**src/rtl/xrom_pkg.sv**
```systemverilog
package xrom_pkg;

  typedef enum logic [2:0] {
    S_STRAP,
    S_IDLE,
    S_LATCH,
    S_DATA,
    S_RESP
  } seq_state_e;

  localparam logic [2:0] CODE_ABSENT = 3'b111;

  // Offset mask for a size code; the smallest size is 2**base_log2 bytes.
  function automatic logic [31:0] span_mask(input logic [2:0] code, input int base_log2);
    if (code == CODE_ABSENT) return 32'd0;
    return (32'd1 << (base_log2 + int'(code))) - 32'd1;
  endfunction

  // True when the offset needs more than 16 bits, i.e. a third latch byte.
  function automatic logic third_latch(input logic [2:0] code, input int base_log2);
    return (code != CODE_ABSENT) && ((base_log2 + int'(code)) > 16);
  endfunction

  // Number of clocks the data strobe is held.
  function automatic int strobe_clks(input logic fast, input int slow_n, input int fast_n);
    return fast ? fast_n : slow_n;
  endfunction

endpackage

```
**src/rtl/xrom_strap.sv**
```systemverilog
module xrom_strap #(
  parameter int DELAY = 4,
  parameter int STRAP_W = 4
) (
  input  logic               clk,
  input  logic               rst_n,
  input  logic [STRAP_W-1:0] strap_in,
  output logic [STRAP_W-1:0] strap_q,
  output logic               strap_done
);
  localparam int CNT_W = (DELAY > 1) ? $clog2(DELAY) : 1;

  logic [CNT_W-1:0] wait_cnt;
  logic             capture_now;

  assign capture_now = !strap_done && (wait_cnt == CNT_W'(DELAY - 1));

  always_ff @(posedge clk) begin
    if (!rst_n) begin
      wait_cnt   <= '0;
      strap_q    <= '0;
      strap_done <= 1'b0;
    end else if (capture_now) begin
      strap_q    <= strap_in;
      strap_done <= 1'b1;
    end else if (!strap_done) begin
      wait_cnt <= wait_cnt + 1'b1;
    end
  end

  // once captured, the strap never changes until the next reset
  assert_strap_frozen_R1: assert property (@(posedge clk) disable iff (!rst_n)
    $past(strap_done) |-> $stable(strap_q));

endmodule

```
**src/rtl/xrom_seq.sv**
```systemverilog
module xrom_seq
  import xrom_pkg::*;
#(
  parameter int ADDR_W = 20,
  parameter int BASE_LOG2 = 14,
  parameter int SLOW_CLKS = 6,
  parameter int FAST_CLKS = 2
) (
  input  logic              clk,
  input  logic              rst_n,
  input  logic              cfg_ready,
  input  logic [2:0]        size_code,
  input  logic              fast,
  input  logic [7:0]        bus_in,
  input  logic              req_valid,
  input  logic              req_write,
  input  logic [ADDR_W-1:0] req_addr,
  input  logic [7:0]        req_wdata,
  output logic              req_ready,
  output logic              resp_valid,
  output logic              resp_err,
  output logic [7:0]        resp_rdata,
  output logic [7:0]        bus_out,
  output logic              bus_oe,
  output logic              lat_lo,
  output logic              lat_mid,
  output logic              lat_hi,
  output logic              mem_rd,
  output logic              mem_wr,
  output logic [ADDR_W-1:0] size_mask,
  output logic              present
);
  localparam int MAX_H = (SLOW_CLKS > FAST_CLKS) ? SLOW_CLKS : FAST_CLKS;
  localparam int CNT_W = $clog2(MAX_H + 1);
  localparam int EXT_W = 24;

  seq_state_e        state;
  logic [1:0]        phase;
  logic [CNT_W-1:0]  dcnt;
  logic [ADDR_W-1:0] addr_q;
  logic              wr_q;
  logic [7:0]        wd_q;
  logic [7:0]        rdata_q;
  logic              err_q;

  // named internal events
  logic [31:0]       mask_full;
  logic [1:0]        last_phase;
  logic [CNT_W-1:0]  hold_m1;
  logic [EXT_W-1:0]  addr_ext;
  logic              in_latch;
  logic              in_data;
  logic              accept;
  logic              latch_last;
  logic              data_last;

  assign mask_full  = span_mask(size_code, BASE_LOG2);
  assign size_mask  = cfg_ready ? mask_full[ADDR_W-1:0] : '0;
  assign present    = (size_code != CODE_ABSENT);
  assign last_phase = third_latch(size_code, BASE_LOG2) ? 2'd2 : 2'd1;
  assign hold_m1    = CNT_W'(strobe_clks(fast, SLOW_CLKS, FAST_CLKS) - 1);
  assign addr_ext   = EXT_W'(addr_q);

  assign in_latch   = (state == S_LATCH);
  assign in_data    = (state == S_DATA);
  assign accept     = (state == S_IDLE) && req_valid;
  assign latch_last = in_latch && (phase == last_phase);
  assign data_last  = in_data && (dcnt == '0);

  always_ff @(posedge clk) begin
    if (!rst_n) begin
      state   <= S_STRAP;
      phase   <= '0;
      dcnt    <= '0;
      addr_q  <= '0;
      wr_q    <= 1'b0;
      wd_q    <= '0;
      rdata_q <= '0;
      err_q   <= 1'b0;
    end else begin
      unique case (state)
        S_STRAP: if (cfg_ready) state <= S_IDLE;
        S_IDLE: begin
          if (accept) begin
            addr_q <= req_addr & size_mask;
            wr_q   <= req_write;
            wd_q   <= req_wdata;
            phase  <= '0;
            if (!present) begin
              err_q <= 1'b1;
              state <= S_RESP;
            end else begin
              err_q <= 1'b0;
              state <= S_LATCH;
            end
          end
        end
        S_LATCH: begin
          if (latch_last) begin
            dcnt  <= hold_m1;
            state <= S_DATA;
          end else begin
            phase <= phase + 2'd1;
          end
        end
        S_DATA: begin
          if (data_last) begin
            if (!wr_q) rdata_q <= bus_in;
            state <= S_RESP;
          end else begin
            dcnt <= dcnt - 1'b1;
          end
        end
        S_RESP: state <= S_IDLE;
        default: state <= S_IDLE;
      endcase
    end
  end

  assign req_ready  = (state == S_IDLE);
  assign resp_valid = (state == S_RESP);
  assign resp_err   = err_q;
  assign resp_rdata = rdata_q;

  assign lat_lo  = in_latch && (phase == 2'd0);
  assign lat_mid = in_latch && (phase == 2'd1);
  assign lat_hi  = in_latch && (phase == 2'd2);
  assign mem_rd  = in_data && !wr_q;
  assign mem_wr  = in_data && wr_q;
  assign bus_oe  = in_latch || mem_wr;

  always_comb begin
    bus_out = wd_q;
    if (in_latch) begin
      case (phase)
        2'd0:    bus_out = addr_ext[7:0];
        2'd1:    bus_out = addr_ext[15:8];
        default: bus_out = addr_ext[23:16];
      endcase
    end
  end

  // strobes are exclusive
  assert_one_strobe_R5: assert property (@(posedge clk) disable iff (!rst_n)
    $onehot0({lat_lo, lat_mid, lat_hi, mem_rd, mem_wr}));
  // latch order low -> mid -> high
  assert_mid_after_lo_R5: assert property (@(posedge clk) disable iff (!rst_n)
    lat_mid |-> $past(lat_lo));
  assert_hi_after_mid_R5: assert property (@(posedge clk) disable iff (!rst_n)
    lat_hi |-> $past(lat_mid));
  // nothing strobed when memory is absent
  assert_absent_quiet_R3: assert property (@(posedge clk) disable iff (!rst_n)
    (cfg_ready && !present) |-> !(lat_lo || mem_rd || mem_wr));
  // write data is driven while writing
  assert_write_drives_R7: assert property (@(posedge clk) disable iff (!rst_n)
    mem_wr |-> (bus_oe && $stable(bus_out)) || $rose(mem_wr));
  // bus released for reads and response
  assert_read_released_R8: assert property (@(posedge clk) disable iff (!rst_n)
    (mem_rd || resp_valid || req_ready) |-> !bus_oe);
  // one-cycle response then ready
  assert_resp_pulse_R10: assert property (@(posedge clk) disable iff (!rst_n)
    resp_valid |=> (!resp_valid && req_ready));

endmodule

```
**src/rtl/xrom_ctrl.sv**
```systemverilog
module xrom_ctrl
  import xrom_pkg::*;
#(
  parameter int ADDR_W = 20,
  parameter int BASE_LOG2 = 14,
  parameter int SLOW_CLKS = 6,
  parameter int FAST_CLKS = 2,
  parameter int STRAP_DELAY = 4
) (
  input  logic              clk,
  input  logic              rst_n,
  input  logic              req_valid,
  input  logic              req_write,
  input  logic [ADDR_W-1:0] req_addr,
  input  logic [7:0]        req_wdata,
  output logic              req_ready,
  output logic              resp_valid,
  output logic              resp_err,
  output logic [7:0]        resp_rdata,
  input  logic              prog_req,
  output logic              vpp_en,
  input  logic [7:0]        bus_in,
  output logic [7:0]        bus_out,
  output logic              bus_oe,
  output logic              lat_lo,
  output logic              lat_mid,
  output logic              lat_hi,
  output logic              mem_rd,
  output logic              mem_wr,
  output logic [ADDR_W-1:0] size_mask,
  output logic              rom_present
);
  localparam int MAX_H = (SLOW_CLKS > FAST_CLKS) ? SLOW_CLKS : FAST_CLKS;
  localparam int RUN_W = $clog2(MAX_H + 2);

  logic [3:0] strap_q;
  logic       strap_done;
  logic       present_raw;

  xrom_strap #(.DELAY(STRAP_DELAY), .STRAP_W(4)) u_strap (
    .clk        (clk),
    .rst_n      (rst_n),
    .strap_in   (bus_in[3:0]),
    .strap_q    (strap_q),
    .strap_done (strap_done)
  );

  xrom_seq #(
    .ADDR_W(ADDR_W), .BASE_LOG2(BASE_LOG2),
    .SLOW_CLKS(SLOW_CLKS), .FAST_CLKS(FAST_CLKS)
  ) u_seq (
    .clk        (clk),
    .rst_n      (rst_n),
    .cfg_ready  (strap_done),
    .size_code  (strap_q[3:1]),
    .fast       (strap_q[0]),
    .bus_in     (bus_in),
    .req_valid  (req_valid),
    .req_write  (req_write),
    .req_addr   (req_addr),
    .req_wdata  (req_wdata),
    .req_ready  (req_ready),
    .resp_valid (resp_valid),
    .resp_err   (resp_err),
    .resp_rdata (resp_rdata),
    .bus_out    (bus_out),
    .bus_oe     (bus_oe),
    .lat_lo     (lat_lo),
    .lat_mid    (lat_mid),
    .lat_hi     (lat_hi),
    .mem_rd     (mem_rd),
    .mem_wr     (mem_wr),
    .size_mask  (size_mask),
    .present    (present_raw)
  );

  assign rom_present = strap_done && present_raw;

  always_ff @(posedge clk) begin
    if (!rst_n) vpp_en <= 1'b0;
    else        vpp_en <= prog_req && rom_present;
  end

  // checker state: length of the current data strobe
  logic             any_strobe;
  logic [RUN_W-1:0] run_len;
  assign any_strobe = mem_rd || mem_wr;
  always_ff @(posedge clk) begin
    if (!rst_n)          run_len <= '0;
    else if (any_strobe) run_len <= run_len + 1'b1;
    else                 run_len <= '0;
  end

  // strobe width follows the speed strap
  assert_strobe_width_R6: assert property (@(posedge clk) disable iff (!rst_n)
    $fell(any_strobe) |-> (run_len == RUN_W'(strap_q[0] ? FAST_CLKS : SLOW_CLKS)));
  // no request accepted before strap capture
  assert_wait_strap_R1: assert property (@(posedge clk) disable iff (!rst_n)
    !strap_done |-> (!req_ready && !bus_oe));
  // supply enable tracks the request one clock later
  assert_vpp_follow_R9: assert property (@(posedge clk) disable iff (!rst_n)
    ($past(rst_n) && $past(rom_present)) |-> (vpp_en == $past(prog_req)));
  assert_vpp_absent_R9: assert property (@(posedge clk) disable iff (!rst_n)
    (strap_done && !rom_present) |-> !vpp_en);

endmodule

```
**config.mk**
```make
export PLATFORM = sky130hd
export DESIGN_NAME = xrom_ctrl
export DESIGN_NICKNAME = d
export VERILOG_FILES = /design/src/rtl/xrom_pkg.sv /design/src/rtl/xrom_strap.sv /design/src/rtl/xrom_seq.sv /design/src/rtl/xrom_ctrl.sv
export SDC_FILE = /design/constraint.sdc
export NUM_CORES = 1
export LEC_CHECK = 0
export ABC_CLOCK_PERIOD_IN_PS = 3400
export BUFFER_PORTS_ARGS = -buffer_cell sky130_fd_sc_hd__buf_2
export CAP_MARGIN = 20
export CORE_MARGIN = 2
export CORE_UTILIZATION = 29
export DETAILED_ROUTE_END_ITERATION = 8
export HOLD_SLACK_MARGIN = 0.05
export PLACE_DENSITY = 0.52
export SYNTH_ARGS = -nofsm -noshare
export SYNTH_HDL_FRONTEND = slang
export SYNTH_SLANG_ARGS = --single-unit
```
**constraint.sdc**
```tcl
create_clock -name clk -period 3.4 [get_ports clk]
set_input_delay 0.68 -clock clk [delete_from_list [all_inputs] [get_ports clk]]
set_output_delay 0.68 -clock clk [all_outputs]
set_load 0.005 [all_outputs]
```
# After elaboration in Yosys (flattened, before gate mapping)
# Index checks and enable logic that the tools add are counted.
[classes]
bitwise = 4
n_reduce_logical = 26
magnitude_cmp = 1
eq_ne = 16
addsub = 6
mux = 21
shift = 1
[ops]
columns = ["operator", "n"]
rows = [
  ["$mux W20", 3],
  ["$gt A32 B6 Y1 const B", 1],
  ["$shl A1 B32 Y20 const A", 1],
  ["$mux W3", 8],
  ["$and A20 B20 Y20", 1],
  ["$sub A20 B1 Y20 const B", 1],
  ["$pmux W8 S2", 1],
  ["$logic_and A1 B1 Y1", 12],
  ["$pmux W3 S4", 1],
  ["$ne A2 B2 Y1 const B", 5],
  ["$reduce_and A3 Y1", 3],
  ["$mux W8", 1],
  ["$eq A3 B2 Y1 const B", 2],
  ["$eq A3 B3 Y1 const B", 2],
  ["$logic_not A3 Y1", 2],
  ["$mux W2", 3],
  ["$pmux W3 S2", 1],
  ["$add A4 B3 Y5 const A", 1],
  ["$add A2 B1 Y2 const B", 2],
  ["$eq A2 B2 Y1 const B", 2],
  ["$pmux W2 S2", 1],
  ["$reduce_and A2 Y1", 2],
  ["$reduce_and A4 Y1", 1],
  ["$reduce_bool A2 Y1", 2],
  ["other kinds (12)", 16],
]
[word_totals]
input_bits = 41
out_inout_bits = 47
regBits = 54

# Logic depth before layout (Yosys ltp)
[depth]
depth_word = 8
ltp_mapped = 9

# Hierarchy
# From an unflattened synthesis, not the netlist that was laid out.
[hier_totals]
hier_cells = 339
hier_area_um2 = 2647.5
[by_module_without_submodules]
columns = ["module", "area_each_um2", "instances", "cells_each"]
rows = [
  ["xrom_seq", 2327.2, 1, 306],
  ["xrom_strap", 284.0, 1, 30],
  ["xrom_ctrl", 36.3, 1, 3],
]

# Worst setup path before layout
# OpenSTA, ideal clock, no wires.
[synth_path]
kind = "register to output"
from = "register u_strap.strap_q[2]"
to = "output port size_mask[16]"
path_stages_with_launch = 8
setup_slack_ps = 843
arrival_time_ps = 1877
required_time_ps = 2720
cell_sequence = "dfxtp_1 -> clkbuf_1 -> inv_1 -> ha_1 -> clkbuf_1 -> nor4bb_1 -> xor2_1 -> nor2_1"
[synth_between]
elab_chain_cells = 5
word_cells_on_any_way = 7
[synth_lines]
columns = ["element", "line", "rtl"]
rows = [
  ["from (decl)", "xrom_strap.sv:8", "output logic [STRAP_W-1:0] strap_q,"],
  ["from (signal assigned)", "xrom_strap.sv:24", "strap_q <= strap_in;"],
  ["$add A4 B3 Y5", "xrom_pkg.sv:16", "return (32'd1 << (base_log2 + int'(code))) - 32'd1;"],
  ["$shl A1 B32 Y20", "xrom_pkg.sv:16", ""],
  ["$sub A20 B1 Y20", "xrom_pkg.sv:16", ""],
  ["$mux W20 (*)", "xrom_pkg.sv:16", ""],
  ["$mux W20 (*)", "xrom_seq.sv:58", "assign size_mask = cfg_ready ? mask_full[ADDR_W-1:0] : '0;"],
  ["to (decl)", "xrom_ctrl.sv:30", "output logic [ADDR_W-1:0] size_mask,"],
]
# Mark *: on every way between the ends. The rest lies on a longest branch, timed or not.

# Worst setup path in the final report
[layout_path]
from = "register u_strap.strap_q[2]"
to = "output port size_mask[18]"
# The elaborated chain is that of the path after synthesis.

==> impl_results.md <==
* # port buffers at 87
* Crit Path Class: reg -> out
* Register bit total from synthesis at 54
* WP data arrival at 2260 ps
* CTS tree: done
* CTS Buf Count at 5
* Cells after Synth at ~330
* Ys Warns at 0
* Vias/cell at approximately 4.8
* Most common cell after layout, fill and taps aside: buf_2
* Cell Chain, Critical Path: inv_1 > ha_1 > nor3b_1 > xor2_1 > nor3_1 > buf_2
* Post-synth EDFFs at 0
* Post-CTS sizing at 0
* CTS Sinks at 54
* Mapped Nets at 379
* Hold WC Path Type: reg -> reg
* RSZ-0062 raised after global routing: no
* Drt total wl at between 7 and 8 mm
* Most frequent cells in the layout: buf_2, dfxtp_1, nand2_1
* Main area contributors after synthesis: dfxtp_1, nand2_1, a21boi_1
* VDD IR max at a little over 0.2 mV
* Final period utilization at 86.3%
* Slew @ Worst Pin at 854 ps
* Vias in the first global route at 2315
* Main synth FF type: dfxtp_1
* Die area at between 0.01 and 0.015 sq mm
* First-pass GRT wire length at 11.5 mm
* Syn Std Cell Area at ~0.0027 sq mm
* Synth async-reset ratio at 0%
* Avg Inst Size Synth at around 8.3 sq um
* Status: finished, final reports clean
* Pwr/cell area at 449 mW/mm^2
* Number of cell rows at 35
* Hold Buf Count CTS at 0
* Root Buffer: clkbuf_8
* Share of post-route cells with drive strength above 1 at 25.4%
* Largest net degree at the start of global routing at 56
* HPWL after DPL at 5.30 mm
* Initial antenna violation count at 0
* H-tree levels at 2
* Crit-path max FO at 14
* Total GRT Usage at about 14%
* Fillers at ~970
* Fmax at 341 MHz
* Final GP Congestion at 0.755
* Die Wd at 101 um
* Leakage at 1.49 nW
* Num ports at 88
* Die height at 101 um
* DP Worst Slack at 662 ps
* Remaining DRCs at 0
* Final hold viol count at 0
* Worst-skew pair later-pin latency at 310 ps
* Wire per inst at 14.1 um
* Post-CTS Setup Bufs at 0
* Total gr overflow at 0
* Max Clock Skew at 10.7 ps
* Worst path slowest cell: dfxtp_2
* Core footprint at between 0.009 and 0.01 sq mm
* Max clock buf depth at 2
* Synth top area share at roughly two fifths
* Yosys cell types at 41
* Final worst-path setup slack at around 460 ps
* DRT Pass-1 Iters at 4
* Worst rel slew slack at 43.0%
* Layout Nets at 451
* Sequential fraction of the synthesis area at 39.7%
* Setup TNS at 0 ps
* Clk slew on worst S/H paths at 100 ps
* Critical Path Start Type: flop
* Vias at between 2000 and 2500
* Delay of the slowest cell on the worst path at between 400 and 500 ps
* Setup violators final at 0
* Area leader, netlist: dfxtp_1
* Final ANT Viol Nets at 0
* Initial DRC Count at 91
* Slew Viols, Final at 0
* Final critical-path required period at 2940 ps
* # Max-Cap Violations at 0
* Area growth syn-to-layout at 21.8%
* Antenna cells at 0
* WP data required at 2720 ps
* Initial Util at around 30%
* Crit. End Element: primary output
registers in the layout, indices dropped and copies added (netlist names):
| register | flops |
|---|---|
| u_strap.strap_q | 4 |
| u_seq.resp_err | 1 |
| u_strap.strap_done | 1 |
| u_seq.state | 3 |
| u_seq.resp_rdata | 8 |
| u_seq.wd_q | 8 |
| u_seq.phase | 2 |
| u_seq.dcnt | 3 |
| u_strap.wait_cnt | 2 |
| u_seq.addr_q | 20 |
| u_seq.wr_q | 1 |
| vpp_en | 1 |
layer usage:
layer	up-vias	track usage (%)	part of all wire (%)
met3	5	3.19	5.3
met5	-	0	0
li1	1250	-	-
met2	57	22.5	44
met1	1133	20.6	50
met4	0	3.16	0.72
report_power, final:
part | switching (W) | internal [W]
Clock | 0.000210 | 0.000221
Combinational | 0.000201 | 0.000148
Sequential | 0.0000379 | 0.000669
Total | 0.000449 | 0.00104
cell families after synthesis:
logic type      Yosys count  synth area share (%)
compound gates           69                  17.3
xor+xnor                  4                  1.29
fa+ha+maj                10                  4.60
buf+inv                  37                  5.75
flops                    54                  39.7
mux                      14                  5.15
simple gates            140                  26.1
cell usage after synthesis (all sizes together) (12+ instances only):
cell	instances
a21boi	23
a22oi	16
clkbuf	15
dfxtp	54
inv	12
mux2i	14
nand2	48
nand3	15
nor2	24
nor2b	25
per-stage QoR:
| step | std cells | total power (W) | hold slack, ps | instance area (sq um) | util, % |
|---|---|---|---|---|---|
| 6_report | 512 | 0.00149 | 456 | 3310 | 36.2 |
| 5_1_grt | 512 | 0.00158 | 481 | 3310 | 36.2 |
| 4_1_cts | 512 | 0.00150 | 456 | 3310 | 36.2 |
| 3_5_place_dp | 504 | 0.00107 | 442 | 3210 | 35.0 |
| 3_3_place_gp | 504 | 0.00107 | 441 | 3210 | 35.0 |
| 2_1_floorplan | 328 | 0.000951 | 431 | 2720 | - |
layout make-up:
type,instances,area [sq um],share of cell area [%]
Multi-Input combinational cell,237,1480,44.8
Sequential cell,54,1080,32.7
Timing Repair Buffer,90,458,13.8
Tap cell,111,139,4.19
Clock buffer,7,76.3,2.30
Inverter,12,45.0,1.36
Clock inverter,1,30.0,0.906
worst max-delay path, delay by kind of cell (launching register included):
kind	cells	cell delay (ps)
xor gates and xnor gates	1	90
adders and majority gates	1	480
buffers and inverters	2	320
DFF	1	480
and+or+nand+nor	2	570
worst paths after layout:
kind / to / startpoint / cells after the start / slack (ps)
setup reg to reg: u_seq.state[0] / u_strap.strap_q[2] / 7 / 1180
setup / recovery: size_mask[18] / u_strap.strap_q[2] / 6 / 460
hold reg to reg: u_seq.addr_q[18] / u_seq.addr_q[18] / 2 / 460
hold / removal: u_seq.addr_q[18] / u_seq.addr_q[18] / 2 / 460
Note: power is estimated with default switching activity, not from simulation.
